<file path="config.mk">
export PLATFORM = sky130hd
export DESIGN_NAME = pwr_mode_ctrl
export DESIGN_NICKNAME = d
export VERILOG_FILES = /design/src/rtl/pmc_pkg.sv /design/src/rtl/pmc_sleep_decode.sv /design/src/rtl/pmc_settle_timer.sv /design/src/rtl/pmc_mstp_bank.sv /design/src/rtl/pwr_mode_ctrl.sv
export SDC_FILE = /design/constraint.sdc
export NUM_CORES = 1
export LEC_CHECK = 0
export ABC_AREA = 1
export BUFFER_PORTS_ARGS = -buffer_cell sky130_fd_sc_hd__buf_2
export CAP_MARGIN = 40
export CELL_PAD_IN_SITES_DETAIL_PLACEMENT = 0
export CELL_PAD_IN_SITES_GLOBAL_PLACEMENT = 1
export CORE_UTILIZATION = 39
export CTS_BUF_LIST = sky130_fd_sc_hd__clkbuf_8 sky130_fd_sc_hd__clkbuf_16
export DETAILED_ROUTE_END_ITERATION = 7
export PLACE_DENSITY_LB_ADDON = 0.1
export SKIP_LAST_GASP = 1
export SLEW_MARGIN = 20
export SYNTH_ARGS = -nofsm -noshare
export SYNTH_HDL_FRONTEND = slang
export SYNTH_SLANG_ARGS = --single-unit
export TNS_END_PERCENT = 10
</file>
<file path="constraint.sdc">
create_clock -name clk -period 5.7 [get_ports clk]
set_input_delay 0.57 -clock clk [delete_from_list [all_inputs] [get_ports clk]]
set_output_delay 0.57 -clock clk [all_outputs]
set_load 0.05 [all_outputs]
</file>
<file path="src/rtl/pmc_pkg.sv">
package pmc_pkg;

  typedef enum logic [2:0] {
    MODE_HIGH  = 3'd0,
    MODE_MED   = 3'd1,
    MODE_SUB   = 3'd2,
    MODE_SSTBY = 3'd3,
    MODE_WATCH = 3'd4,
    MODE_SLEEP = 3'd5
  } pmc_mode_e;

  typedef enum logic [1:0] {
    CLK_MAIN = 2'd0,
    CLK_ALT  = 2'd1,
    CLK_SUB  = 2'd2
  } pmc_clk_e;

  typedef enum logic [2:0] {
    ACT_ILLEGAL = 3'd0,
    ACT_SLEEP   = 3'd1,
    ACT_SSTBY   = 3'd2,
    ACT_WATCH   = 3'd3,
    ACT_DT_SUB  = 3'd4,
    ACT_DT_HIGH = 3'd5,
    ACT_DT_CLK  = 3'd6
  } pmc_act_e;

  function automatic logic is_fast(pmc_mode_e m);
    return (m == MODE_HIGH) || (m == MODE_MED);
  endfunction

endpackage

</file>
<file path="src/rtl/pmc_sleep_decode.sv">
module pmc_sleep_decode
  import pmc_pkg::*;
(
  input  pmc_mode_e mode,
  input  logic      standby_en,
  input  logic      low_speed_sel,
  input  logic      direct_en,
  input  logic      presc_src_sel,
  input  logic      clk_chg_en,
  output pmc_act_e  act
);

  always_comb begin
    act = ACT_ILLEGAL;
    if (is_fast(mode)) begin
      if (!standby_en) begin
        act = direct_en ? ACT_ILLEGAL : ACT_SLEEP;
      end else if (!direct_en) begin
        act = presc_src_sel ? ACT_WATCH : ACT_SSTBY;
      end else if (low_speed_sel) begin
        // subactive move and clock switch together are refused
        if (presc_src_sel && !clk_chg_en) act = ACT_DT_SUB;
        else                              act = ACT_ILLEGAL;
      end else begin
        act = clk_chg_en ? ACT_DT_CLK : ACT_ILLEGAL;
      end
    end else if (mode == MODE_SUB) begin
      if (!standby_en && !direct_en)
        act = ACT_SLEEP;
      else if (standby_en && !low_speed_sel && direct_en && presc_src_sel)
        act = ACT_DT_HIGH;
      else if (standby_en && !direct_en && presc_src_sel)
        act = ACT_WATCH;
      else
        act = ACT_ILLEGAL;
    end
  end

endmodule

</file>
<file path="src/rtl/pmc_settle_timer.sv">
module pmc_settle_timer #(
  parameter int BASE_LOG2 = 8,
  parameter int CODE_W    = 3
) (
  input  logic              clk,
  input  logic              rst_n,
  input  logic              start,
  input  logic [CODE_W-1:0] code,
  output logic              busy,
  output logic              done
);

  localparam int CNT_W = BASE_LOG2 + (1 << CODE_W) - 1;

  logic [CNT_W-1:0] cnt_q;
  logic             busy_q;
  logic [CNT_W:0]   span;

  always_comb begin
    span = (CNT_W + 1)'(1) << (BASE_LOG2 + int'(code));
  end

  always_ff @(posedge clk) begin
    if (!rst_n) begin
      busy_q <= 1'b0;
      cnt_q  <= '0;
    end else if (start && !busy_q) begin
      busy_q <= 1'b1;
      cnt_q  <= CNT_W'(span - 1'b1);
    end else if (busy_q) begin
      if (cnt_q == '0) busy_q <= 1'b0;
      else             cnt_q  <= cnt_q - 1'b1;
    end
  end

  assign busy = busy_q;
  assign done = busy_q && (cnt_q == '0);

  p_count_down_r3: assert property (@(posedge clk) disable iff (!rst_n)
    (busy_q && cnt_q != '0) |=> (busy_q && cnt_q == $past(cnt_q) - 1'b1));

  p_no_restart_r12: assert property (@(posedge clk) disable iff (!rst_n)
    (busy_q && cnt_q != '0) |=> busy_q);

endmodule

</file>
<file path="src/rtl/pmc_mstp_bank.sv">
module pmc_mstp_bank #(
  parameter int NPERIPH       = 8,
  parameter int ALWAYS_ON_IDX = 0
) (
  input  logic               clk,
  input  logic               rst_n,
  input  logic               we,
  input  logic [NPERIPH-1:0] wdata,
  input  logic [NPERIPH-1:0] req,
  output logic [NPERIPH-1:0] stop,
  output logic [NPERIPH-1:0] ack
);

  localparam logic [NPERIPH-1:0] RST_VAL = ~(NPERIPH'(1) << ALWAYS_ON_IDX);

  logic [NPERIPH-1:0] stop_q;

  always_ff @(posedge clk) begin
    if (!rst_n)  stop_q <= RST_VAL;
    else if (we) stop_q <= wdata;
  end

  for (genvar i = 0; i < NPERIPH; i++) begin : g_gate
    assign ack[i] = req[i] & ~stop_q[i];
  end

  assign stop = stop_q;

  p_mstp_write_r10: assert property (@(posedge clk) disable iff (!rst_n)
    we |=> (stop_q == $past(wdata)));

  p_mstp_hold_r10: assert property (@(posedge clk) disable iff (!rst_n)
    !we |=> $stable(stop_q));

endmodule

</file>
<file path="src/rtl/pwr_mode_ctrl.sv">
module pwr_mode_ctrl
  import pmc_pkg::*;
#(
  parameter int NPERIPH       = 8,
  parameter int ALWAYS_ON_IDX = 0,
  parameter int BASE_LOG2     = 8,
  parameter int CODE_W        = 3
) (
  input  logic               clk,
  input  logic               rst_n,
  input  logic               sleep_req,
  input  logic               wake_irq,
  input  logic               standby_en,
  input  logic               low_speed_sel,
  input  logic               direct_en,
  input  logic               presc_src_sel,
  input  logic               clk_chg_en,
  input  logic               alt_clk_sel,
  input  logic               med_sel,
  input  logic [CODE_W-1:0]  settle_code,
  input  logic               err_clr,
  input  logic               mstp_we,
  input  logic [NPERIPH-1:0] mstp_wdata,
  input  logic [NPERIPH-1:0] periph_req,
  output logic [2:0]         mode,
  output logic [1:0]         clk_src,
  output logic               dtx_pulse,
  output logic               settle_busy,
  output logic               err_flag,
  output logic [NPERIPH-1:0] mstp,
  output logic [NPERIPH-1:0] periph_ack
);

  pmc_mode_e mode_q, prior_q;
  pmc_clk_e  clk_q;
  logic      dtx_q, err_q, pend_dt_q;
  pmc_act_e  act;
  logic      busy, done, tmr_start, sleep_acc, illegal_acc;

  pmc_sleep_decode u_dec (
    .mode          (mode_q),
    .standby_en    (standby_en),
    .low_speed_sel (low_speed_sel),
    .direct_en     (direct_en),
    .presc_src_sel (presc_src_sel),
    .clk_chg_en    (clk_chg_en),
    .act           (act)
  );

  pmc_settle_timer #(.BASE_LOG2(BASE_LOG2), .CODE_W(CODE_W)) u_tmr (
    .clk   (clk),
    .rst_n (rst_n),
    .start (tmr_start),
    .code  (settle_code),
    .busy  (busy),
    .done  (done)
  );

  pmc_mstp_bank #(.NPERIPH(NPERIPH), .ALWAYS_ON_IDX(ALWAYS_ON_IDX)) u_mstp (
    .clk   (clk),
    .rst_n (rst_n),
    .we    (mstp_we),
    .wdata (mstp_wdata),
    .req   (periph_req),
    .stop  (mstp),
    .ack   (periph_ack)
  );

  assign sleep_acc   = sleep_req && !busy && (is_fast(mode_q) || mode_q == MODE_SUB);
  assign illegal_acc = sleep_acc && (act == ACT_ILLEGAL);

  always_comb begin
    tmr_start = 1'b0;
    if (!busy) begin
      if (sleep_acc && act == ACT_DT_HIGH)                          tmr_start = 1'b1;
      if (wake_irq && mode_q == MODE_SSTBY)                         tmr_start = 1'b1;
      if (wake_irq && mode_q == MODE_WATCH && !low_speed_sel)       tmr_start = 1'b1;
    end
  end

  always_ff @(posedge clk) begin
    if (!rst_n) begin
      mode_q    <= MODE_HIGH;
      prior_q   <= MODE_HIGH;
      clk_q     <= CLK_MAIN;
      dtx_q     <= 1'b0;
      err_q     <= 1'b0;
      pend_dt_q <= 1'b0;
    end else begin
      dtx_q <= 1'b0;
      if (err_clr) err_q <= 1'b0;
      if (done) begin
        mode_q    <= MODE_HIGH;
        clk_q     <= alt_clk_sel ? CLK_ALT : CLK_MAIN;
        dtx_q     <= pend_dt_q;
        pend_dt_q <= 1'b0;
      end else if (sleep_acc) begin
        unique case (act)
          ACT_SLEEP: begin
            prior_q <= mode_q;
            mode_q  <= MODE_SLEEP;
          end
          ACT_SSTBY: mode_q <= MODE_SSTBY;
          ACT_WATCH: mode_q <= MODE_WATCH;
          ACT_DT_SUB: begin
            mode_q <= MODE_SUB;
            clk_q  <= CLK_SUB;
            dtx_q  <= 1'b1;
          end
          ACT_DT_HIGH: pend_dt_q <= 1'b1;
          ACT_DT_CLK: begin
            clk_q <= alt_clk_sel ? CLK_ALT : CLK_MAIN;
            dtx_q <= 1'b1;
          end
          default: err_q <= 1'b1;
        endcase
      end else if (!busy) begin
        unique case (mode_q)
          MODE_HIGH, MODE_MED: mode_q <= med_sel ? MODE_MED : MODE_HIGH;
          MODE_SLEEP: if (wake_irq) mode_q <= prior_q;
          MODE_WATCH: if (wake_irq && low_speed_sel) begin
            mode_q <= MODE_SUB;
            clk_q  <= CLK_SUB;
          end
          default: ;
        endcase
      end
    end
  end

  assign mode        = mode_q;
  assign clk_src     = clk_q;
  assign dtx_pulse   = dtx_q;
  assign settle_busy = busy;
  assign err_flag    = err_q;

  p_dtx_single_r4: assert property (@(posedge clk) disable iff (!rst_n)
    dtx_q |=> !dtx_q);

  p_sub_clock_r2: assert property (@(posedge clk) disable iff (!rst_n)
    (mode_q == MODE_SUB) |-> (clk_q == CLK_SUB));

  p_busy_mode_r3: assert property (@(posedge clk) disable iff (!rst_n)
    busy |-> (mode_q == MODE_SUB || mode_q == MODE_SSTBY || mode_q == MODE_WATCH));

  p_err_sticky_r8: assert property (@(posedge clk) disable iff (!rst_n)
    (err_q && !err_clr) |=> err_q);

  p_illegal_hold_r8: assert property (@(posedge clk) disable iff (!rst_n)
    illegal_acc |=> (err_q && mode_q == $past(mode_q) && clk_q == $past(clk_q)));

  p_sleep_return_r9: assert property (@(posedge clk) disable iff (!rst_n)
    (mode_q == MODE_SLEEP && wake_irq) |=> (mode_q == $past(prior_q)));

  p_dt_needs_direct_r4: assert property (@(posedge clk) disable iff (!rst_n)
    (sleep_acc && (act == ACT_DT_SUB || act == ACT_DT_CLK || act == ACT_DT_HIGH))
      |-> direct_en);

endmodule

</file>
# Word-level counts from Yosys, hierarchy flattened
# Cells that the tools add are included.
totals:
  reg_bits: 35
  out_inout_bits: 24
classes:
  add_sub_neg: 3
  n_eq_ne: 18
  shift: 1
  muxes: 43
  n_bitwise: 18
  reduce_logical: 38
op_table:
  columns: ["operator", "n"]
  rows:
  - ["$mux W15", 3]
  - ["$mux W3", 13]
  - ["$shl A1 B32 Y15 const A", 1]
  - ["$sub A15 B1 Y15 const B", 2]
  - ["$mux W1", 18]
  - ["$logic_and A1 B1 Y1", 16]
  - ["$eq A3 B3 Y1 const B", 5]
  - ["$logic_not A15 Y1", 1]
  - ["$eq A3 B2 Y1 const B", 4]
  - ["$mux W2", 6]
  - ["$pmux W3 S4", 1]
  - ["$not A1 Y1", 10]
  - ["$pmux W3 S3", 1]
  - ["$and A1 B1 Y1", 8]
  - ["$eq A3 B1 Y1 const B", 2]
  - ["$ne A3 B3 Y1 const B", 2]
  - ["$reduce_bool A3 Y1", 2]
  - ["$reduce_or A2 Y1", 3]
  - ["$reduce_or A6 Y1", 1]
  - ["$add A4 B3 Y5 const A", 1]
  - ["$logic_not A1 Y1", 5]
  - ["$ne A5 B1 Y1 const B", 1]
  - ["$reduce_and A5 Y1", 1]
  - ["$ne A4 B2 Y1 const B", 1]
  - ["other kinds (11)", 13]

# Depth between registers and ports, before layout
# Gate-level depths: netlist of run 1.
logic_depth:
  word_depth: 17
  mapped_depth: 18

# Modules after synthesis
# From an unflattened synthesis of run 1, not the netlist that was laid out.
unflattened:
  hier_cells: 373
  area_unflattened_um2: 2297.2
modules_own_cells:
  columns: ["module", "n_inst", "cells_each", "area_per_inst_um2", "seq_area_each_um2"]
  rows:
  - ["pmc_settle_timer", 1, 175, 1082.3, 320.3]
  - ["pwr_mode_ctrl", 1, 120, 760.7, 220.2]
  - ["pmc_mstp_bank", 1, 53, 346.6, 160.2]
  - ["pmc_sleep_decode", 1, 25, 107.6, 0.0]

# Worst setup path after synthesis of run 1
# No wires, ideal clock.
synth_path:
  kind: "register -> register"
  startpoint: "reg mode_q[1] (netlist: mode[1])"
  endpoint: "reg u_tmr.cnt_q[14]"
  arrival_time_ns: 2.339
  t_required_ns: 5.591
  setup_slack_ns: 3.252
  path_stages_with_launch: 17
  n_path_buf: 2
  synth_period_minus_slack_ns: 2.448
  cell_sequence: "dfxtp_1 nand3_2 nor2_4 nand2_4 nand3_4 nand2_4 buf_8 buf_6 nand2_1 ha_1 nand3_2 nor2_4 nand2_1 nand2_1 nand3_1 nand2_1 inv_1"
synth_via:
  elab_chain_len: 12
  elab_cells_between_ends: 24
  cone_classes: "eq/ne (6); mux (7); reduce/logical (11)"
synth_lines:
  columns: ["element", "line_no", "rtl"]
  rows:
  - ["start, declared", "pwr_mode_ctrl.sv:34", "pmc_mode_e mode_q, prior_q;"]
  - ["start signal, assigned", "pwr_mode_ctrl.sv:119", "MODE_HIGH, MODE_MED: mode_q <= med_sel ? MODE_MED : MODE_HIGH;"]
  - ["start signal, assigned", "pwr_mode_ctrl.sv:120", "MODE_SLEEP: if (wake_irq) mode_q <= prior_q;"]
  - ["$eq A3 B2 Y1 (tied with other cells)", "pmc_sleep_decode.sv:27, pwr_mode_ctrl.sv:69", null]
  - ["$mux W3 / $logic_or A1 B1 Y1 (equally long branches)", "pmc_sleep_decode.sv:27, pmc_pkg.sv:29", null]
  - ["$mux W3 / $logic_or A1 B1 Y1 (equally long branches)", "pmc_sleep_decode.sv:15, pwr_mode_ctrl.sv:69", null]
  - ["$eq A3 B3 Y1 / $logic_and A1 B1 Y1 (equally long branches)", "pwr_mode_ctrl.sv:75, pwr_mode_ctrl.sv:69", null]
  - ["$logic_and A1 B1 Y1", "pwr_mode_ctrl.sv:75", "if (sleep_acc && act == ACT_DT_HIGH) tmr_start = 1'b1;"]
  - ["$mux W1", "pwr_mode_ctrl.sv:75", null]
  - ["$mux W1", "pwr_mode_ctrl.sv:76", "if (wake_irq && mode_q == MODE_SSTBY) tmr_start = 1'b1;"]
  - ["$mux W1 (*)", "pwr_mode_ctrl.sv:77", "if (wake_irq && mode_q == MODE_WATCH && !low_speed_sel) tmr_start = 1'b1;"]
  - ["$mux W1 (*)", "pwr_mode_ctrl.sv:74", "if (!busy) begin"]
  - ["$logic_and A1 B1 Y1 (*)", "pmc_settle_timer.sv:27", "end else if (start && !busy_q) begin"]
  - ["$ne A2 B1 Y1 (no line) / $reduce_bool A2 Y1 (equally long branches)", null, null]
  - ["$reduce_and A2 Y1 (no line)", null, null]
  - ["end signal, assigned", "pmc_settle_timer.sv:29", "cnt_q <= CNT_W'(span - 1'b1);"]
  - ["end signal, assigned", "pmc_settle_timer.sv:32", "else cnt_q <= cnt_q - 1'b1;"]
  - ["end, declared", "pmc_settle_timer.sv:15", "logic [CNT_W-1:0] cnt_q;"]
# Mark *: on every way between the ends. The rest lies on a longest branch, timed or not.
# A chain may end at the register's enable or synchronous reset.

# Worst setup path in the final report of run 1
layout_path:
  startpoint: "reg mode_q[0] (netlist: mode[0])"
  endpoint: "reg u_tmr.cnt_q[12]"
# Same word-level chain as after synthesis.

==> impl_metrics.xml, run 1 <==
<?xml version="1.0" encoding="UTF-8"?>
<metrics>
  <group name="logic_synthesis">
    <metric name="yosysWarnings" unit="">0</metric>
    <metric name="ys_seq_area_share" unit="%">32.3</metric>
    <metric name="synth-async-reset-ratio" unit="%">0</metric>
    <metric name="synth_cells" unit="">335</metric>
    <metric name="ys_ff_latch" unit="">35</metric>
    <metric name="syn_area_per_cell" unit="um2">6.48</metric>
    <metric name="synth_edf_count" unit="">0</metric>
    <metric name="yosys_most_used_dff" unit="">sky130_fd_sc_hd__dfxtp_1</metric>
    <metric name="synthDistinctLibCells" unit="">38</metric>
    <metric name="synth_fp_nets" unit="">368</metric>
    <metric name="mappedNetlistArea" unit="um2">2170</metric>
  </group>
  <group name="die">
    <metric name="die_area" unit="um2">5870</metric>
    <metric name="die_width" unit="um">76.6</metric>
    <metric name="io-pin-count" unit="">56</metric>
    <metric name="std_cell_rows" unit="">26</metric>
    <metric name="core_region_area" unit="um2">5240</metric>
    <metric name="floorplan.initialDensity" unit="%">41.4</metric>
    <metric name="dieHeight" unit="um">76.6</metric>
  </group>
  <group name="critical_path">
    <metric name="worst-setup-path-type" unit="">reg -&gt; reg</metric>
    <metric name="critPathBufInv" unit="">2</metric>
    <metric name="worst_r2r_endpoint" unit="">u_tmr.cnt_q[12]</metric>
    <metric name="worstRegToRegCells" unit="">15</metric>
    <metric name="worst_setup_path_endpoint" unit="">u_tmr.cnt_q[12]</metric>
    <metric name="critical_path_depth" unit="">15</metric>
    <metric name="worstPathCellList" unit="">a21oi_2 -&gt; nand2_4 -&gt; inv_4 -&gt; nand2_4 -&gt; nand3_4 -&gt; nand2_4 -&gt; nand2_1 -&gt; ha_1 -&gt; nand3_2 -&gt; nor2_4 -&gt; nand2_1 -&gt; nand2_1 -&gt; nand3_1 -&gt; nand2_1 -&gt; inv_1</metric>
    <metric name="timing.critical_path.mode_cell" unit="">sky130_fd_sc_hd__nand2_1</metric>
    <metric name="startpoint" unit="">mode[0]</metric>
    <metric name="timing.rr.start" unit="">mode[0]</metric>
    <metric name="critical-path-max-stage-delay" unit="ns">0.41</metric>
    <metric name="setup.worst_path.end_class" unit="">register</metric>
    <metric name="crit_path_start_kind" unit="">register</metric>
    <metric name="critPathArrivalTime" unit="ns">2.47</metric>
    <metric name="worst_path_max_fanout" unit="">23</metric>
    <metric name="critical_path_required" unit="ns">5.89</metric>
    <metric name="critical-path-top-delay-family" unit="">simple AND/OR/NAND/NOR gates</metric>
    <metric name="reg2reg_slack" unit="ns">3.42</metric>
    <metric name="crit_path_top_delay_cell" unit="">sky130_fd_sc_hd__dfxtp_1</metric>
  </group>
  <group name="min_path">
    <metric name="min_delay_path_class" unit="">reg -&gt; reg</metric>
    <metric name="min-delay-start" unit="">prior_q[2]</metric>
  </group>
  <group name="grt">
    <metric name="global_route.overflow_total" unit="">0</metric>
    <metric name="grt_max_degree" unit="">24</metric>
    <metric name="number_of_antenna_violations_at_the_first_check_in_global_routing" unit="">0</metric>
    <metric name="first_global_vias" unit="">1884</metric>
    <metric name="groute.usage.overall" unit="%">18.8</metric>
    <metric name="grt_pass1_wl" unit="mm">8.78</metric>
  </group>
  <group name="cts">
    <metric name="cts_hold_repair.buffers" unit="">0</metric>
    <metric name="cts_resizes" unit="">0</metric>
    <metric name="root_buffer" unit="">sky130_fd_sc_hd__clkbuf_8</metric>
    <metric name="cts.sinks" unit="">35</metric>
    <metric name="clock_tree_from_tritoncts" unit="">yes</metric>
    <metric name="post_cts.repair.setup_buffers" unit="">0</metric>
    <metric name="clkSlewWorstSetupHoldPaths" unit="ns">0.07</metric>
    <metric name="clock_tree.buffer_depth" unit="">2</metric>
    <metric name="clock_insertion_delay_worst_skew" unit="ns">0.28</metric>
    <metric name="htree_levels" unit="">2</metric>
    <metric name="tritoncts.num_buffers" unit="">5</metric>
  </group>
  <group name="sta">
    <metric name="achievable-frequency" unit="MHz">439</metric>
    <metric name="timing_max_transition_violations_final" unit="">0</metric>
    <metric name="post-route-period-util" unit="%">40.0</metric>
    <metric name="timing.max_slew.rel_slack" unit="%">67.5</metric>
    <metric name="finalCriticalPeriod" unit="ns">2.28</metric>
    <metric name="final-hold-violation-count" unit="">0</metric>
    <metric name="fin_setup_tns" unit="ns">0</metric>
    <metric name="fin_worst_skew" unit="ns">0.00477</metric>
    <metric name="setup_viol_count_final" unit="">0</metric>
    <metric name="rsz0062_at_grt" unit="">no</metric>
    <metric name="timing_worst_slew_pin_value" unit="ns">0.487</metric>
  </group>
  <group name="pwr">
    <metric name="p_int" unit="mW">0.676</metric>
    <metric name="sequentialPowerShare" unit="%">27.4</metric>
    <metric name="power_frac_comb" unit="%">56.1</metric>
    <metric name="power.ir.vdd_worst" unit="V">0.000195</metric>
    <metric name="sw_frac_of_total" unit="%">48.9</metric>
    <metric name="clock_share_of_power" unit="%">16.5</metric>
    <metric name="p_sw" unit="mW">0.648</metric>
    <metric name="static-leakage-power" unit="nW">1.36</metric>
    <metric name="power-per-cell-area" unit="nW/um2">512</metric>
  </group>
  <group name="detailed_routing">
    <metric name="vias" unit="">2179</metric>
    <metric name="post_drt_wl_per_cell" unit="um">11.3</metric>
    <metric name="wl" unit="mm">5.20</metric>
    <metric name="via_per_inst" unit="">4.75</metric>
    <metric name="detail-route-antenna-nets" unit="">0</metric>
    <metric name="drc" unit="">0</metric>
    <metric name="drt_first_pass_iters" unit="">4</metric>
    <metric name="initialDrtViolationCount" unit="">88</metric>
  </group>
  <group name="job">
    <metric name="max_cap_viol_count" unit="">0</metric>
  </group>
  <group name="cells_and_area">
    <metric name="post_route_cells_drive_above_1_share" unit="%">23.7</metric>
    <metric name="summed_area_of_non_filler_cells_in_the_final_layout" unit="um2">2590</metric>
    <metric name="design.final.nets" unit="">422</metric>
    <metric name="antenna_cells_inserted" unit="">0</metric>
    <metric name="synthToLayoutAreaGrowth" unit="%">19.1</metric>
  </group>
  <group name="placement">
    <metric name="gp_congestion" unit="">0.820</metric>
    <metric name="postPlaceCellArea" unit="um2">2480</metric>
    <metric name="io_buffers" unit="">55</metric>
    <metric name="dp_hpwl" unit="mm">3.90</metric>
  </group>
  <group name="status">
    <metric name="status" unit="">completed</metric>
  </group>
</metrics>
==> cell families after synthesis <==
logic type      count (synthesis)  share of synthesized area (%)
flops                          35                           32.3
buf+inv                        64                           12.3
compound gates                 59                           15.9
xor+xnor                        1                          0.404
fa+ha+maj                       1                          0.576
simple gates                  175                           38.6
==> flip-flops by register name, indices dropped and copies added (netlist names) <==
name         flops
u_tmr.cnt_q     15
u_mstp.stop      8
mode             3
prior_q          3
clk_src          2
dtx_pulse        1
err_flag         1
pend_dt_q        1
u_tmr.busy       1
==> synth_stat cells (2+ instances only) <==
cell | n | area [um2]
sky130_fd_sc_hd__nand2_1 | 75 | 282
sky130_fd_sc_hd__inv_1 | 52 | 195
sky130_fd_sc_hd__nand3_1 | 37 | 185
sky130_fd_sc_hd__dfxtp_1 | 35 | 701
sky130_fd_sc_hd__nor2_1 | 30 | 113
sky130_fd_sc_hd__o21ai_0 | 22 | 110
sky130_fd_sc_hd__a21oi_1 | 18 | 90.1
sky130_fd_sc_hd__nor3_1 | 8 | 40.0
sky130_fd_sc_hd__nand2_2 | 6 | 37.5
sky130_fd_sc_hd__o21ai_2 | 5 | 43.8
sky130_fd_sc_hd__clkbuf_1 | 4 | 15.0
sky130_fd_sc_hd__a21oi_2 | 3 | 26.3
sky130_fd_sc_hd__inv_2 | 3 | 11.3
sky130_fd_sc_hd__nand2_4 | 3 | 33.8
sky130_fd_sc_hd__nor2_4 | 3 | 33.8
sky130_fd_sc_hd__nor4_1 | 3 | 18.8
sky130_fd_sc_hd__o21ai_1 | 3 | 15.0
sky130_fd_sc_hd__a211oi_1 | 2 | 15.0
sky130_fd_sc_hd__a31oi_1 | 2 | 12.5
sky130_fd_sc_hd__nand3_2 | 2 | 20.0
sky130_fd_sc_hd__nand3b_1 | 2 | 15.0
==> cell usage in the layout, fill, tap and decap left out, drive strengths merged, types with 3 or more instances in the layout <==
master and instances:
clkbuf 5, dfxtp 35, nand2 84, inv 56
a21oi 21, nor4 3, o21ai 30, nor2 34
nor3 8, buf 55, nand3b 3, nand3 40
==> layer usage <==
layer | wire [um] | vias to the layer above | track usage (%)
met5 | 0 | - | 0
met4 | 60 | 0 | 6.35
met3 | 216 | 7 | 4.07
met2 | 2350 | 44 | 30.6
met1 | 2570 | 940 | 24.4
li1 | - | 1188 | -
==> how the worst min path moves through the flow <==
stage / slack [ns] / end / cells past startpoint
global placement: 0.45 / clk_src[0] / 2
finish: 0.46 / prior_q[2] / 2
detailed placement: 0.45 / err_flag / 2
CTS: 0.46 / prior_q[0] / 2
global route: 0.47 / prior_q[2] / 2
floorplan: 0.42 / prior_q[2] / 2
==> per-stage QoR <==
| step | power [mW] | std cells | util [%] | hold WS [ns] | setup WS [ns] |
|---|---|---|---|---|---|
| 3_3_place_gp | 1.11 | 452 | 47.3 | 0.449 | 3.27 |
| 2_1_floorplan | 0.963 | 335 | - | 0.418 | 3.25 |
| 4_1_cts | 1.33 | 459 | 49.4 | 0.461 | 3.42 |
| 5_1_grt | 1.45 | 459 | 49.4 | 0.468 | 3.16 |
| 3_5_place_dp | 1.11 | 452 | 47.3 | 0.450 | 3.25 |
| 6_report | 1.32 | 459 | 49.4 | 0.457 | 3.42 |
==> worst reg2reg max path, stage by stage, from the launching register on <==
cell	delay (ns)
sky130_fd_sc_hd__dfxtp_1	0.41
sky130_fd_sc_hd__a21oi_2	0.27
sky130_fd_sc_hd__nand2_4	0.11
sky130_fd_sc_hd__inv_4	0.09
sky130_fd_sc_hd__nand2_4	0.05
sky130_fd_sc_hd__nand3_4	0.10
sky130_fd_sc_hd__nand2_4	0.19
sky130_fd_sc_hd__nand2_1	0.13
sky130_fd_sc_hd__ha_1	0.21
sky130_fd_sc_hd__nand3_2	0.15
sky130_fd_sc_hd__nor2_4	0.19
sky130_fd_sc_hd__nand2_1	0.07
sky130_fd_sc_hd__nand2_1	0.06
sky130_fd_sc_hd__nand3_1	0.06
sky130_fd_sc_hd__nand2_1	0.08
sky130_fd_sc_hd__inv_1	0.04
==> cell type report <==
cell class | count | area (um2)
clock buffers | 5 | 68.8
repair buffers | 55 | 275
fillers | 554 | 2650
inverters | 56 | 213
flip-flops and latches | 35 | 701
clock inverters | 2 | 37.5
multi-input cells | 236 | 1200
well taps | 70 | 87.6
==> power by group through the flow <==
stage	logic [mW]	clock network (mW)	registers, mW
floorplan	0.548	0	0.415
global placement	0.744	0	0.369
detailed placement	0.741	0	0.368
CTS	0.745	0.227	0.363
global route	0.838	0.236	0.374
finish	0.742	0.219	0.362
Note: power is estimated with default switching activity, not from simulation.
==> inputs of run 2 (changes only) <==
--- a/config.mk
+++ b/config.mk
@@ -10,7 +10,7 @@
 export CAP_MARGIN = 40
 export CELL_PAD_IN_SITES_DETAIL_PLACEMENT = 0
 export CELL_PAD_IN_SITES_GLOBAL_PLACEMENT = 1
-export CORE_UTILIZATION = 39
+export CORE_UTILIZATION = 33
 export CTS_BUF_LIST = sky130_fd_sc_hd__clkbuf_8 sky130_fd_sc_hd__clkbuf_16
 export DETAILED_ROUTE_END_ITERATION = 7
 export PLACE_DENSITY_LB_ADDON = 0.1
==> constraint.sdc (replaced) <==
create_clock -name clk -period 2.06 [get_ports clk]
set_input_delay 0.206 -clock clk [delete_from_list [all_inputs] [get_ports clk]]
set_output_delay 0.206 -clock clk [all_outputs]
set_load 0.05 [all_outputs]
==> impl_metrics.xml, run 2 (same netlist as run 1, synthesis figures left out) <==
<?xml version="1.0" encoding="UTF-8"?>
<metrics>
  <group name="grt">
    <metric name="grt_max_degree" unit="">16</metric>
    <metric name="groute.usage.overall" unit="%">16.4</metric>
    <metric name="number_of_antenna_violations_at_the_first_check_in_global_routing" unit="">0</metric>
    <metric name="global_route.overflow_total" unit="">0</metric>
    <metric name="first_global_vias" unit="">2043</metric>
    <metric name="grt_pass1_wl" unit="mm">9.38</metric>
  </group>
  <group name="placement">
    <metric name="dp_hpwl" unit="mm">4.37</metric>
    <metric name="io_buffers" unit="">55</metric>
    <metric name="gp_congestion" unit="">0.794</metric>
  </group>
  <group name="cts">
    <metric name="tritoncts.num_buffers" unit="">5</metric>
    <metric name="clock_insertion_delay_worst_skew" unit="ns">0.29</metric>
    <metric name="clock_tree_from_tritoncts" unit="">yes</metric>
    <metric name="clock_tree.buffer_depth" unit="">2</metric>
    <metric name="clkSlewWorstSetupHoldPaths" unit="ns">0.08</metric>
    <metric name="htree_levels" unit="">2</metric>
    <metric name="cts.sinks" unit="">35</metric>
    <metric name="root_buffer" unit="">sky130_fd_sc_hd__clkbuf_8</metric>
    <metric name="cts_hold_repair.buffers" unit="">0</metric>
  </group>
  <group name="critical_path">
    <metric name="timing.rr.start" unit="">mode[0]</metric>
    <metric name="reg2reg_slack" unit="ns">0.13</metric>
    <metric name="crit_path_start_kind" unit="">register</metric>
    <metric name="critical_path_required" unit="ns">2.24</metric>
    <metric name="critPathArrivalTime" unit="ns">2.11</metric>
    <metric name="worst_r2r_endpoint" unit="">u_tmr.cnt_q[9]</metric>
    <metric name="worst_path_max_fanout" unit="">12</metric>
    <metric name="setup.worst_path.end_class" unit="">register</metric>
    <metric name="worstRegToRegCells" unit="">14</metric>
    <metric name="crit_path_top_delay_cell" unit="">sky130_fd_sc_hd__dfxtp_4</metric>
    <metric name="critical-path-top-delay-family" unit="">simple AND/OR/NAND/NOR gates</metric>
    <metric name="worst-setup-path-type" unit="">reg -&gt; reg</metric>
    <metric name="critPathBufInv" unit="">4</metric>
    <metric name="critical-path-max-stage-delay" unit="ns">0.39</metric>
    <metric name="worstPathCellList" unit="">a21oi_4 -&gt; nand2_4 -&gt; inv_4 -&gt; nand2_4 -&gt; nand3_4 -&gt; nand2_8 -&gt; buf_4 -&gt; nand2_1 -&gt; nand2_1 -&gt; buf_4 -&gt; nand2_2 -&gt; nand2_2 -&gt; o21ai_0 -&gt; inv_1</metric>
    <metric name="critical_path_depth" unit="">14</metric>
  </group>
  <group name="sta">
    <metric name="timing_worst_slew_pin_value" unit="ns">0.490</metric>
    <metric name="timing_max_transition_violations_final" unit="">0</metric>
    <metric name="finalHoldWorstSlack" unit="ns">0.122</metric>
    <metric name="finalCriticalPeriod" unit="ns">1.93</metric>
    <metric name="final-hold-violation-count" unit="">0</metric>
    <metric name="fin_worst_skew" unit="ns">0.00361</metric>
    <metric name="rsz0062_at_grt" unit="">yes</metric>
    <metric name="post-route-period-util" unit="%">93.7</metric>
    <metric name="achievable-frequency" unit="MHz">518</metric>
    <metric name="timing.max_slew.rel_slack" unit="%">66.9</metric>
    <metric name="setup_viol_count_final" unit="">0</metric>
  </group>
  <group name="min_path">
    <metric name="timing.hold.worst_endpoint" unit="">u_mstp.stop[6]</metric>
    <metric name="min_delay_path_class" unit="">in -&gt; reg</metric>
    <metric name="hold_path_depth" unit="">3</metric>
    <metric name="min-delay-start" unit="">mstp_wdata[6]</metric>
  </group>
  <group name="die">
    <metric name="die_width" unit="um">83.1</metric>
    <metric name="floorplan.initialDensity" unit="%">34.2</metric>
    <metric name="die_area" unit="um2">6910</metric>
    <metric name="dieHeight" unit="um">83.1</metric>
    <metric name="std_cell_rows" unit="">29</metric>
    <metric name="core_region_area" unit="um2">6350</metric>
    <metric name="io-pin-count" unit="">56</metric>
  </group>
  <group name="pwr">
    <metric name="power.ir.vdd_worst" unit="V">0.000609</metric>
    <metric name="power-per-cell-area" unit="nW/um2">1410</metric>
    <metric name="static-leakage-power" unit="nW">1.47</metric>
    <metric name="power" unit="mW">3.97</metric>
  </group>
  <group name="detailed_routing">
    <metric name="wl" unit="mm">5.60</metric>
    <metric name="post_drt_wl_per_cell" unit="um">11.5</metric>
    <metric name="via_per_inst" unit="">4.58</metric>
    <metric name="initialDrtViolationCount" unit="">97</metric>
    <metric name="detail-route-antenna-nets" unit="">0</metric>
    <metric name="drt_first_pass_iters" unit="">4</metric>
    <metric name="drc" unit="">0</metric>
    <metric name="vias" unit="">2222</metric>
  </group>
  <group name="cells_and_area">
    <metric name="largest_register" unit="">u_tmr.cnt_q</metric>
    <metric name="fill_cells" unit="">695</metric>
    <metric name="antenna_cells_inserted" unit="">0</metric>
    <metric name="design.final.nets" unit="">440</metric>
    <metric name="largest_register_ff_count" unit="">15</metric>
    <metric name="post_route_cells_drive_above_1_share" unit="%">29.9</metric>
    <metric name="synthToLayoutAreaGrowth" unit="%">30.1</metric>
    <metric name="layout_commonest_cell" unit="">sky130_fd_sc_hd__nand2_1</metric>
    <metric name="leading_cell_types_in_the_layout_fill_and_taps_excluded" unit="">sky130_fd_sc_hd__nand2_1, sky130_fd_sc_hd__buf_2, sky130_fd_sc_hd__inv_1</metric>
  </group>
  <group name="status">
    <metric name="status" unit="">completed</metric>
  </group>
  <group name="job">
    <metric name="max_cap_viol_count" unit="">0</metric>
  </group>
</metrics>
run 2: worst register-to-register path, stage by stage (launching register included):
cell	delay, ns
sky130_fd_sc_hd__dfxtp_4	0.39
sky130_fd_sc_hd__a21oi_4	0.21
sky130_fd_sc_hd__nand2_4	0.09
sky130_fd_sc_hd__inv_4	0.08
sky130_fd_sc_hd__nand2_4	0.05
sky130_fd_sc_hd__nand3_4	0.12
sky130_fd_sc_hd__nand2_8	0.11
sky130_fd_sc_hd__buf_4	0.17
sky130_fd_sc_hd__nand2_1	0.05
sky130_fd_sc_hd__nand2_1	0.08
sky130_fd_sc_hd__buf_4	0.16
sky130_fd_sc_hd__nand2_2	0.07
sky130_fd_sc_hd__nand2_2	0.05
sky130_fd_sc_hd__o21ai_0	0.15
sky130_fd_sc_hd__inv_1	0.06
run 2: metrics by stage:
| stage | setup TNS [ns] | worst slack [ns] | cell area [um2] | cells | utilization (%) |
|---|---|---|---|---|---|
| after floorplan | 0 | 0.00210 | 2210 | 335 | - |
| after global placement | 0 | 0.0740 | 2590 | 468 | 40.8 |
| after detailed placement | 0 | 0.0574 | 2590 | 468 | 40.8 |
| after CTS | 0 | 0.0365 | 2700 | 476 | 42.6 |
| after global routing | -0.111 | -0.0369 | 2830 | 485 | 44.5 |
| final | 0 | 0.130 | 2830 | 485 | 44.5 |
run 2: worst max path at each step:
stage	from	end	slack, ns
6_report	mode[0]	u_tmr.cnt_q[9]	0.13
2_1_floorplan	mode[1]	u_tmr.cnt_q[14]	0.002
3_5_place_dp	mode[1]	u_tmr.cnt_q[8]	0.06
4_1_cts	mode[1]	u_tmr.cnt_q[14]	0.04
5_1_grt	mode[2]	u_tmr.cnt_q[14]	-0.04
3_3_place_gp	mode[1]	u_tmr.cnt_q[8]	0.07
run 2: report_power, final:
group,switching (mW),internal (mW),leakage (nW)
Clock,0.270,0.361,0.0581
Combinational,1.45,0.858,1.12
Sequential,0.178,0.854,0.289
Total,1.90,2.07,1.47
run 2: area by class of cell:
cell class              instances  area (um2)  share of cell area [%]
clock buffers                   5        68.8                    2.44
inverters                      56         213                    7.53
well taps                      77        96.3                    3.41
clock inverters                 3        43.8                    1.55
repair buffers                 73         418                    14.8
multi-input cells             236        1270                    45.0
flip-flops and latches         35         713                    25.2
run 2: per-layer routing:
layer  vias to the layer above  global-route usage [%]  part of all wire [%]
met4                         0                    4.39                  0.75
met2                        33                    28.2                    49
met3                         4                    2.68                   2.6
li1                       1224                       -                     -
met1                       961                    21.2                    48
met5                         -                       0                     0
run 2: timing repair:
item                       CTS  global route
setup endpoints to repair    0             9
resized for setup            0            12
buffers inserted             0             9
==> inputs of run 3 (changes only) <==
--- a/config.mk
+++ b/config.mk
@@ -10,7 +10,7 @@
 export CAP_MARGIN = 40
 export CELL_PAD_IN_SITES_DETAIL_PLACEMENT = 0
 export CELL_PAD_IN_SITES_GLOBAL_PLACEMENT = 1
-export CORE_UTILIZATION = 33
+export CORE_UTILIZATION = 36
 export CTS_BUF_LIST = sky130_fd_sc_hd__clkbuf_8 sky130_fd_sc_hd__clkbuf_16
 export DETAILED_ROUTE_END_ITERATION = 7
 export PLACE_DENSITY_LB_ADDON = 0.1
==> constraint.sdc (replaced) <==
create_clock -name clk -period 1.9 [get_ports clk]
set_input_delay 0.19 -clock clk [delete_from_list [all_inputs] [get_ports clk]]
set_output_delay 0.19 -clock clk [all_outputs]
set_load 0.05 [all_outputs]
==> impl_metrics.xml, run 3 (same netlist as run 1, synthesis figures left out) <==
<?xml version="1.0" encoding="UTF-8"?>
<metrics>
  <group name="sta">
    <metric name="timing_worst_slew_pin_value" unit="ns">0.443</metric>
    <metric name="timing.max_slew.rel_slack" unit="%">70.1</metric>
    <metric name="post-route-period-util" unit="%">98.0</metric>
    <metric name="fin_worst_skew" unit="ns">0.00428</metric>
    <metric name="finalWorstSetupSlack" unit="ns">0.0385</metric>
    <metric name="final-hold-violation-count" unit="">0</metric>
    <metric name="rsz0062_at_grt" unit="">yes</metric>
    <metric name="timing_max_transition_violations_final" unit="">0</metric>
    <metric name="achievable-frequency" unit="MHz">537</metric>
    <metric name="setup_viol_count_final" unit="">0</metric>
    <metric name="finalCriticalPeriod" unit="ns">1.86</metric>
  </group>
  <group name="critical_path">
    <metric name="crit_path_top_delay_cell" unit="">sky130_fd_sc_hd__dfxtp_4</metric>
    <metric name="worstPathCellList" unit="">a21oi_4 -&gt; nand2_4 -&gt; inv_4 -&gt; nand2_4 -&gt; nand3_4 -&gt; nand2_8 -&gt; buf_6 -&gt; buf_6 -&gt; nand2_2 -&gt; nand2_2 -&gt; buf_4 -&gt; nand2_2 -&gt; nand2_2 -&gt; o21ai_0 -&gt; inv_1</metric>
    <metric name="critPathArrivalTime" unit="ns">2.05</metric>
    <metric name="worst_path_max_fanout" unit="">7</metric>
    <metric name="timing.critical_path.mode_cell" unit="">sky130_fd_sc_hd__nand2_2</metric>
    <metric name="worst-setup-path-type" unit="">reg -&gt; reg</metric>
    <metric name="critical_path_required" unit="ns">2.08</metric>
    <metric name="crit_path_start_kind" unit="">register</metric>
    <metric name="worstRegToRegCells" unit="">15</metric>
    <metric name="setup.worst_path.end_class" unit="">register</metric>
    <metric name="critical-path-max-stage-delay" unit="ns">0.38</metric>
  </group>
  <group name="cells_and_area">
    <metric name="antenna_cells_inserted" unit="">0</metric>
    <metric name="summed_area_of_non_filler_cells_in_the_final_layout" unit="um2">2980</metric>
    <metric name="synthToLayoutAreaGrowth" unit="%">37.3</metric>
    <metric name="leading_cell_types_in_the_layout_fill_and_taps_excluded" unit="">sky130_fd_sc_hd__nand2_1, sky130_fd_sc_hd__buf_2, sky130_fd_sc_hd__inv_1</metric>
    <metric name="fill_cells" unit="">566</metric>
    <metric name="sequential_cell_area" unit="um2">713</metric>
    <metric name="final_core_utilization" unit="%">52.8</metric>
    <metric name="multi_input_comb_area" unit="um2">1290</metric>
    <metric name="post_route_cells_drive_above_1_share" unit="%">32.9</metric>
    <metric name="finalNonFillerCells" unit="">494</metric>
    <metric name="design.final.nets" unit="">454</metric>
    <metric name="largest_register" unit="">u_tmr.cnt_q</metric>
    <metric name="layout_commonest_cell" unit="">sky130_fd_sc_hd__nand2_1</metric>
    <metric name="largest_register_ff_count" unit="">15</metric>
  </group>
  <group name="detailed_routing">
    <metric name="wl" unit="mm">5.74</metric>
    <metric name="initialDrtViolationCount" unit="">45</metric>
    <metric name="vias" unit="">2350</metric>
    <metric name="detail-route-antenna-nets" unit="">0</metric>
    <metric name="via_per_inst" unit="">4.76</metric>
    <metric name="post_drt_wl_per_cell" unit="um">11.6</metric>
    <metric name="drc" unit="">0</metric>
    <metric name="drt_first_pass_iters" unit="">4</metric>
  </group>
  <group name="placement">
    <metric name="dp_hpwl" unit="mm">4.40</metric>
    <metric name="io_buffers" unit="">55</metric>
    <metric name="postPlaceCellArea" unit="um2">2740</metric>
    <metric name="post-place-cells" unit="">478</metric>
    <metric name="gp_congestion" unit="">0.877</metric>
    <metric name="dpl_worst_slack" unit="ns">-0.0238</metric>
  </group>
  <group name="grt">
    <metric name="global_route.overflow_total" unit="">0</metric>
    <metric name="grt_max_degree" unit="">16</metric>
    <metric name="first_global_vias" unit="">2163</metric>
    <metric name="groute.usage.overall" unit="%">19.5</metric>
    <metric name="grt_pass1_wl" unit="mm">9.59</metric>
    <metric name="number_of_antenna_violations_at_the_first_check_in_global_routing" unit="">0</metric>
  </group>
  <group name="status">
    <metric name="status" unit="">completed</metric>
  </group>
  <group name="min_path">
    <metric name="min_delay_path_class" unit="">in -&gt; reg</metric>
    <metric name="hold_path_depth" unit="">3</metric>
  </group>
  <group name="die">
    <metric name="core_region_area" unit="um2">5640</metric>
    <metric name="io-pin-count" unit="">56</metric>
    <metric name="die_area" unit="um2">6340</metric>
    <metric name="std_cell_rows" unit="">27</metric>
    <metric name="die_width" unit="um">79.7</metric>
    <metric name="dieHeight" unit="um">79.7</metric>
    <metric name="floorplan.initialDensity" unit="%">38.5</metric>
  </group>
  <group name="cts">
    <metric name="htree_levels" unit="">2</metric>
    <metric name="cts_hold_repair.buffers" unit="">0</metric>
    <metric name="tritoncts.num_buffers" unit="">5</metric>
    <metric name="clock_tree_from_tritoncts" unit="">yes</metric>
    <metric name="clock_tree.buffer_depth" unit="">2</metric>
    <metric name="cts.sinks" unit="">35</metric>
    <metric name="clkSlewWorstSetupHoldPaths" unit="ns">0.07</metric>
    <metric name="root_buffer" unit="">sky130_fd_sc_hd__clkbuf_8</metric>
    <metric name="clock_insertion_delay_worst_skew" unit="ns">0.29</metric>
  </group>
  <group name="pwr">
    <metric name="power-per-cell-area" unit="nW/um2">1510</metric>
    <metric name="static-leakage-power" unit="nW">1.55</metric>
    <metric name="power.ir.vdd_worst" unit="V">0.000868</metric>
  </group>
  <group name="job">
    <metric name="max_cap_viol_count" unit="">0</metric>
  </group>
</metrics>
==> run 3: changes by cell type in the layout (fill, tap and decap cells not counted), moves of 2 or more <==
| cell | previous run | this run |
|---|---|---|
| sky130_fd_sc_hd__buf_12 | 0 | 2 |
| sky130_fd_sc_hd__buf_4 | 16 | 27 |
| sky130_fd_sc_hd__inv_2 | 3 | 1 |
| sky130_fd_sc_hd__inv_4 | 1 | 4 |
| sky130_fd_sc_hd__nand2_1 | 72 | 70 |
| sky130_fd_sc_hd__nand2_4 | 3 | 5 |
| sky130_fd_sc_hd__nand3_1 | 37 | 35 |
==> run 3: metal layers <==
layer	track usage [%]	share of wire [%]	wire, um	vias up
met5	0	0	0	-
met4	7.27	1.7	95	0
met3	4.46	4.5	256	9
met2	33.1	47	2720	47
met1	23.9	46	2670	1045
li1	-	-	-	1249
==> run 3: final timing paths <==
| check | from | endpoint | slack, ns |
|---|---|---|---|
| worst max-delay path | mode[0] | u_tmr.cnt_q[9] | 0.04 |
| worst min-delay path | mstp_wdata[7] | u_mstp.stop[7] | 0.11 |
| worst max register to register | mode[0] | u_tmr.cnt_q[9] | 0.04 |
| worst min register to register | prior_q[0] | prior_q[0] | 0.45 |
==> run 3: power breakdown <==
group	switching [mW]	internal (mW)	leakage, nW	total [mW]
clock network	0.281	0.386	0.0556	0.667
logic	1.64	1.07	1.21	2.71
registers	0.187	0.926	0.289	1.11
total	2.11	2.38	1.55	4.49
==> run 3: what timing repair did <==
action	CTS	global route
setup endpoints to repair	2	17
pin swaps	1	9
buffers inserted	0	8
resized for setup	3	14
==> run 3: worst max-delay path: cells and delay by family, from the launching register on <==
| family | cells | cell delay, ns |
|---|---|---|
| simple gates | 8 | 0.53 |
| compound gates | 2 | 0.33 |
| flops | 1 | 0.38 |
| buf+inv | 5 | 0.51 |
==> run 3: cell type report <==
type | instances | share of cell area, %
Clock buffer | 5 | 2.31
Clock inverter | 3 | 1.39
Tap cell | 72 | 3.02
Sequential cell | 35 | 23.9
Inverter | 56 | 7.39
Timing Repair Buffer | 87 | 18.5
Multi-Input combinational cell | 236 | 43.5
==> run 3: stage by stage <==
stage	total power, mW	TNS, ns	hold slack, ns
final	4.49	0	0.106
after global routing	4.90	-1.50	0.113
after global placement	3.72	0	0.399
after detailed placement	3.69	-0.0459	0.407
after CTS	4.40	0	0.0996
after floorplan	3.01	-0.401	0.312
